## src/rtl/pci_cfg_pkg.sv

```systemverilog
package pci_cfg_pkg;

  typedef enum logic [1:0] {
    KIND_CFG0    = 2'd0,
    KIND_CFG1    = 2'd1,
    KIND_SPECIAL = 2'd2,
    KIND_IOPASS  = 2'd3
  } ap_kind_e;

  localparam logic [3:0] CMD_CFG_RD = 4'b1010;
  localparam logic [3:0] CMD_CFG_WR = 4'b1011;
  localparam logic [3:0] CMD_NONE   = 4'b0000;

  // Decoded fields of the configuration address register
  typedef struct packed {
    logic       en;
    logic [7:0] bus;
    logic [4:0] dev;
    logic [2:0] fn;
    logic [5:0] dw;
  } cfg_fields_t;

  // Byte-lane enables from access size and offset
  function automatic logic [3:0] lanes_for(input logic [1:0] size, input logic [1:0] off);
    logic [3:0] r;
    case (size)
      2'd0:    r = 4'b0001 << off;
      2'd1:    r = off[1] ? 4'b1100 : 4'b0011;
      default: r = 4'b1111;
    endcase
    return r;
  endfunction

endpackage

```

## src/rtl/pci_cfg_decode.sv

```systemverilog
module pci_cfg_decode
  import pci_cfg_pkg::*;
#(
  parameter int unsigned SPECIAL_DEV = 31
) (
  input  cfg_fields_t fields,
  input  logic        is_write,
  output ap_kind_e    kind,
  output logic        is_cfg,
  output logic [3:0]  cmd
);

  logic special_hit;
  logic local_bus;

  assign special_hit = (fields.dev == 5'(SPECIAL_DEV));
  assign local_bus   = (fields.bus == 8'h00);

  always_comb begin
    if (!fields.en)       kind = KIND_IOPASS;
    else if (special_hit) kind = KIND_SPECIAL;
    else if (local_bus)   kind = KIND_CFG0;
    else                  kind = KIND_CFG1;
  end

  assign is_cfg = (kind == KIND_CFG0) || (kind == KIND_CFG1);
  assign cmd    = !is_cfg ? CMD_NONE : (is_write ? CMD_CFG_WR : CMD_CFG_RD);

endmodule

```

## src/rtl/pci_cfg_addr_gen.sv

```systemverilog
module pci_cfg_addr_gen
  import pci_cfg_pkg::*;
#(
  parameter int unsigned IDSEL_FIRST_DEV = 10,
  parameter int unsigned IDSEL_LINES     = 21
) (
  input  cfg_fields_t  fields,
  input  ap_kind_e     kind,
  output logic [31:0]  ad,
  output logic [IDSEL_LINES-1:0] idsel
);

  localparam int unsigned LOW_BITS = 3 + 6 + 2;

  // idsel[IDSEL_LINES-1] is the top AD line; device numbers rise downward
  for (genvar g = 0; g < IDSEL_LINES; g++) begin : g_idsel
    assign idsel[IDSEL_LINES-1-g] = (fields.dev == 5'(IDSEL_FIRST_DEV + g));
  end

  logic [31:0] ad_type0;
  logic [31:0] ad_type1;

  if (IDSEL_LINES + LOW_BITS == 32) begin : g_full
    assign ad_type0 = {idsel, fields.fn, fields.dw, 2'b00};
  end else begin : g_part
    assign ad_type0 = {{(32-IDSEL_LINES-LOW_BITS){1'b0}}, idsel, fields.fn, fields.dw, 2'b00};
  end

  assign ad_type1 = {8'h00, fields.bus, fields.dev, fields.fn, fields.dw, 2'b01};

  always_comb begin
    case (kind)
      KIND_CFG0: ad = ad_type0;
      KIND_CFG1: ad = ad_type1;
      default:   ad = 32'h0;
    endcase
  end

endmodule

```

## src/rtl/pci_cfg_be_gen.sv

```systemverilog
module pci_cfg_be_gen
  import pci_cfg_pkg::*;
(
  input  logic [1:0] size,
  input  logic [1:0] offset,
  output logic [3:0] be
);

  assign be = lanes_for(size, offset);

endmodule

```

## src/rtl/pci_cfg_xlate.sv

```systemverilog
module pci_cfg_xlate
  import pci_cfg_pkg::*;
#(
  parameter int unsigned SPECIAL_DEV     = 31,
  parameter int unsigned IDSEL_FIRST_DEV = 10,
  parameter int unsigned IDSEL_LINES     = 21
) (
  input  logic        clk,
  input  logic        rst_n,
  input  logic [31:0] cfg_addr,
  input  logic        req_valid,
  input  logic        req_write,
  input  logic        req_io_win,
  input  logic [1:0]  req_size,
  input  logic [1:0]  req_offset,
  output logic        req_ready,
  input  logic        ap_ack,
  output logic        ap_valid,
  output logic [1:0]  ap_kind,
  output logic [31:0] ap_ad,
  output logic [3:0]  ap_cmd,
  output logic [3:0]  ap_be
);

  cfg_fields_t fields;
  logic        unused_rsv;

  assign fields.en  = cfg_addr[31];
  assign fields.bus = cfg_addr[23:16];
  assign fields.dev = cfg_addr[15:11];
  assign fields.fn  = cfg_addr[10:8];
  assign fields.dw  = cfg_addr[7:2];
  assign unused_rsv = ^{cfg_addr[30:24], cfg_addr[1:0]};

  ap_kind_e                 nxt_kind;
  logic                     nxt_is_cfg;
  logic [3:0]               nxt_cmd;
  logic [31:0]              nxt_ad;
  logic [3:0]               nxt_be;
  logic [IDSEL_LINES-1:0]   nxt_idsel;

  pci_cfg_decode #(.SPECIAL_DEV(SPECIAL_DEV)) i_decode (
    .fields   (fields),
    .is_write (req_write),
    .kind     (nxt_kind),
    .is_cfg   (nxt_is_cfg),
    .cmd      (nxt_cmd)
  );

  pci_cfg_addr_gen #(
    .IDSEL_FIRST_DEV (IDSEL_FIRST_DEV),
    .IDSEL_LINES     (IDSEL_LINES)
  ) i_addr (
    .fields (fields),
    .kind   (nxt_kind),
    .ad     (nxt_ad),
    .idsel  (nxt_idsel)
  );

  pci_cfg_be_gen i_be (
    .size   (req_size),
    .offset (req_offset),
    .be     (nxt_be)
  );

  // Named events for the checker
  logic accept_w;
  logic ack_fire_w;
  logic unused_dbg;

  assign req_ready  = !ap_valid;
  assign accept_w   = req_valid && req_ready && req_io_win;
  assign ack_fire_w = ap_valid && ap_ack;
  assign unused_dbg = nxt_is_cfg ^ (^nxt_idsel);

  always_ff @(posedge clk or negedge rst_n) begin
    if (!rst_n) begin
      ap_valid <= 1'b0;
      ap_kind  <= 2'd0;
      ap_ad    <= 32'h0;
      ap_cmd   <= 4'h0;
      ap_be    <= 4'h0;
    end else if (accept_w) begin
      ap_valid <= 1'b1;
      ap_kind  <= nxt_kind;
      ap_ad    <= nxt_ad;
      ap_cmd   <= nxt_cmd;
      ap_be    <= nxt_be;
    end else if (ack_fire_w) begin
      ap_valid <= 1'b0;
    end
  end

endmodule

```

## config.mk

```make
export PLATFORM = sky130hd
export DESIGN_NAME = pci_cfg_xlate
export DESIGN_NICKNAME = d
export VERILOG_FILES = /design/src/rtl/pci_cfg_pkg.sv /design/src/rtl/pci_cfg_decode.sv /design/src/rtl/pci_cfg_addr_gen.sv /design/src/rtl/pci_cfg_be_gen.sv /design/src/rtl/pci_cfg_xlate.sv
export SDC_FILE = /design/constraint.sdc
export NUM_CORES = 1
export LEC_CHECK = 0
export CAP_MARGIN = 10
export CELL_PAD_IN_SITES_DETAIL_PLACEMENT = 0
export CELL_PAD_IN_SITES_GLOBAL_PLACEMENT = 1
export CORE_MARGIN = 1
export CORE_UTILIZATION = 45
export DETAILED_ROUTE_END_ITERATION = 10
export DONT_BUFFER_PORTS = 1
export PLACE_DENSITY_LB_ADDON = 0.1
export SYNTH_ARGS = -nofsm -noshare
export SYNTH_HDL_FRONTEND = slang
export SYNTH_SLANG_ARGS = --single-unit
```

## constraint.sdc

```tcl
create_clock -name clk -period 3.8 [get_ports clk]
set_clock_uncertainty 0.1 [all_clocks]
set_input_delay 0 -clock clk [delete_from_list [all_inputs] [get_ports clk]]
set_output_delay 0 -clock clk [all_outputs]
set_load 0.1 [all_outputs]
```

==> summary.md <==
| Metric | Value |
|---|---|
| Fin crit share | 81.28% |
| Pre-antenna DRT Iters | 4 |
| I/O pins | 86 |
| Final hold violations | 0 |
| CP Class | flop to flop |
| Pwr per Cell Area | roughly 600 mW/mm2 |
| GRT Util Overall | 23.89% |
| Hold path depth | 3 |
| H-tree Lvls | 2 |
| Net Sw Frac | between 40% and 50% |
| DRC Markers | 0 |
| Worst path arrival time | between 3 and 4 ns |
| Combinational power share | between 10% and 20% |
| CTS clk-pin slew, worst paths | 0.08 ns |
| Register area | approximately 0.001 mm2 |
| HP Class | primary input to flop |
| Total CTS buffers | 5 |
| Critical path required time | roughly 4 ns |
| Commonest non-fill, non-tap cells in the layout | dfrtp_1, dlygate4sd3_1, o21ai_0, nand2_1, a22o_1 |
| Final slew viol count | 0 |
| Setup ws final | a little over 0.7 ns |
| Antenna Cells | 0 |
| Syn Std Cell Area | approximately 0.0017 mm2 |
| Status | finished clean |
| Cells on worst reg2reg path | 6 |
| DP Area | around 0.0018 mm2 |
| #FFs+latches synth | 40 |
| Worst Path Max Fanout | 12 |
| Clock power frac | 24.2% |
| Fmax | ~320 MHz |
| Top post-synthesis cells by area | dfrtp_1, o21ai_0, a22o_1 |
| RSZ-0062 raised after global routing | no |
| GPL Wtd Cong | 0.8249 |
| Rows | 22 |
| PortBufs | 0 |
| Crit path time final | just over 3 ns |
| Yosys top cell by area | dfrtp_1 |
| Initial Utilization | between 40% and 50% |
| Skew-Pair Late Insertion Delay | approximately 0.29 ns |
| Synth Area per Inst | between 10 and 15 um2 |
| Routed WL | between 4000 and 5000 um |
| Post-route cell area | about 0.0023 mm2 |
| Slew margin rel. | 36.94% |
| Via count | roughly 1500 |
| DR vias/cell | between 5 and 6 |
| Power, Total | between 1 and 1.5 mW |
| Clk sink count | 40 |
| Sum of negative setup slack | 0 ns |
| Register share of total power | about 64% |
| Layout Nets | between 200 and 250 |
| Initial drt markers | 100 |
| WL/cell | 18.26 um |
| Max cap viols | 0 |
| Critical Path Start Type | flop |
| Syn. warnings | 0 |
| Worst-Margin Slew | approximately 0.95 ns |
| Post-Syn Instances | ~160 |
| Net Switching | 0.6754 mW |
| Worst vdd ir | ~0.34 mV |
| Synth top area share | a little under three fifths |
| Footprint of the multi-input gates | between 600 and 700 um2 |
| Leak | 0.9925 nW |
| Crit end category | flop |
| Core Region | 0.003689 mm2 |
| Post-Place Worst Slack | between 1 and 1.5 ns |
| Resized Gates After CTS | 0 |
| HPWL after detailed placement | between 2000 and 3000 um |
| Final setup violating endpoints | 0 |
| Die Width | 64.26 um |
| Layout cells sized above 1 | under 10% |
| Vias in the first global route | 1448 |
| Distinct cell type count of the synthesized netlist | 35 |
| Max clock buf depth | 2 |
| Internal cell power | between 0.7 and 0.8 mW |
| GR Overflow Total | 0 |
| Sequential share of the synthesized area | 57.39% |
| Root Buffer Master | clkbuf_8 |
| First-pass GRT wire length | around 7400 um |
| Die area | about 0.0041 mm2 |
| Area Overhead vs Synth | 31.99% |
| Die H | about 64 um |
| # fillers | 324 |
| CTS tree | done |
| Initial antenna violation count | 0 |
| Largest net degree at the start of global routing | 41 |
| Final antenna-violating net count | 0 |
-- area by class of cell --
type	count	share of cell area, %
clock buffers	5	2.989
flip-flops and latches	40	43.53
well taps	48	2.609
clock inverters	3	1.848
inverters	3	0.4891
repair buffers	44	19.13
multi-input cells	104	29.40
-- worst max-delay path: stages, from the launching register on --
cell and delay (ns):
dfrtp_1 0.74, and3b_1 0.65, o211a_1 0.48, buf_4 0.27
a22oi_1 0.09, o21ai_0 0.12, dlygate4sd3_1 0.57
-- what timing repair did --
action	in CTS	in global routing
setup buffers	0	0
endpoints found under the hold margin	77	0
hold buffers	40	0
-- metal layers --
layer	part of all wire [%]	global-route usage, %	vias up
li1	-	-	660
met1	40	29.90	729
met2	49	37.89	81
met3	9.0	8.393	10
met4	2.0	8.611	0
met5	0	0	-
-- synthesized netlist by cell type --
| cell type | number |
|---|---|
| nand4_1 | 5 |
| and2_1 | 1 |
| a32o_1 | 1 |
| nor4_4 | 2 |
| nand2b_1 | 3 |
| a31oi_1 | 2 |
| mux2_2 | 1 |
| nor3b_1 | 1 |
| nand3b_1 | 1 |
| dfrtp_1 | 40 |
| clkbuf_1 | 2 |
| o211a_1 | 1 |
| a221o_1 | 4 |
| or3_1 | 2 |
| nand3_1 | 2 |
| a22o_1 | 10 |
| nand2_1 | 13 |
| o21ai_1 | 2 |
| nor2b_4 | 1 |
| o21ai_0 | 19 |
| nor2_1 | 9 |
| buf_1 | 1 |
| and3b_1 | 1 |
| conb_1 | 1 |
| nand4b_1 | 2 |
| nor2b_1 | 2 |
| inv_1 | 3 |
| a21o_1 | 2 |
| a21oi_1 | 2 |
| buf_4 | 3 |
| buf_2 | 5 |
| and2_4 | 1 |
| and3_1 | 2 |
| o31ai_1 | 2 |
| a22oi_1 | 8 |
-- state kept, by name, summed over array words and instances (netlist names) --
register	cells
ap_kind	2
ap_ad	31
ap_valid	1
ap_be	4
ap_cmd	2
-- per-stage QoR --
step                      utilization, %  hold slack [ns]  cells
after floorplan                        -          -0.3956    158
after global placement             48.27          -0.3948    199
after detailed placement           48.27          -0.3948    199
after CTS                          62.42         0.002667    247
after global routing               62.42          0.02360    247
final                              62.42          0.02813    247
-- power groups by stage --
stage / sequential (mW) / clock [mW] / combinational (mW)
finish: 0.914 / 0.344 / 0.164
CTS: 0.914 / 0.350 / 0.163
floorplan: 0.897 / 0 / 0.109
detailed placement: 0.924 / 0 / 0.102
global route: 0.921 / 0.373 / 0.179
global placement: 0.921 / 0 / 0.0986
-- cell families after synthesis --
group | Yosys count | synth area share, %
DFF | 40 | 57.39
other | 1 | 0.2150
muxes | 1 | 0.6456
AOI/OAI and AO/OA | 53 | 20.95
and+or+nand+nor | 48 | 16.79
buffers and inverters | 14 | 4.017
-- path summary, 6_finish.rpt --
check	startpoint	end	slack (ns)
setup / recovery	ap_valid$_DFFE_PN0P_	ap_ad[21]$_DFFE_PN0P_	0.71
setup reg to reg	ap_valid$_DFFE_PN0P_	ap_ad[21]$_DFFE_PN0P_	0.71
max in group asynchronous	rst_n	ap_cmd[1]$_DFFE_PN0P_	3.31
min in group asynchronous	rst_n	ap_ad[30]$_DFFE_PN0P_	0.09
hold reg to reg	ap_ad[25]$_DFFE_PN0P_	ap_ad[25]$_DFFE_PN0P_	0.90
hold / removal	cfg_addr[12]	ap_ad[28]$_DFFE_PN0P_	0.03
Power figures use the tool's default switching activity.
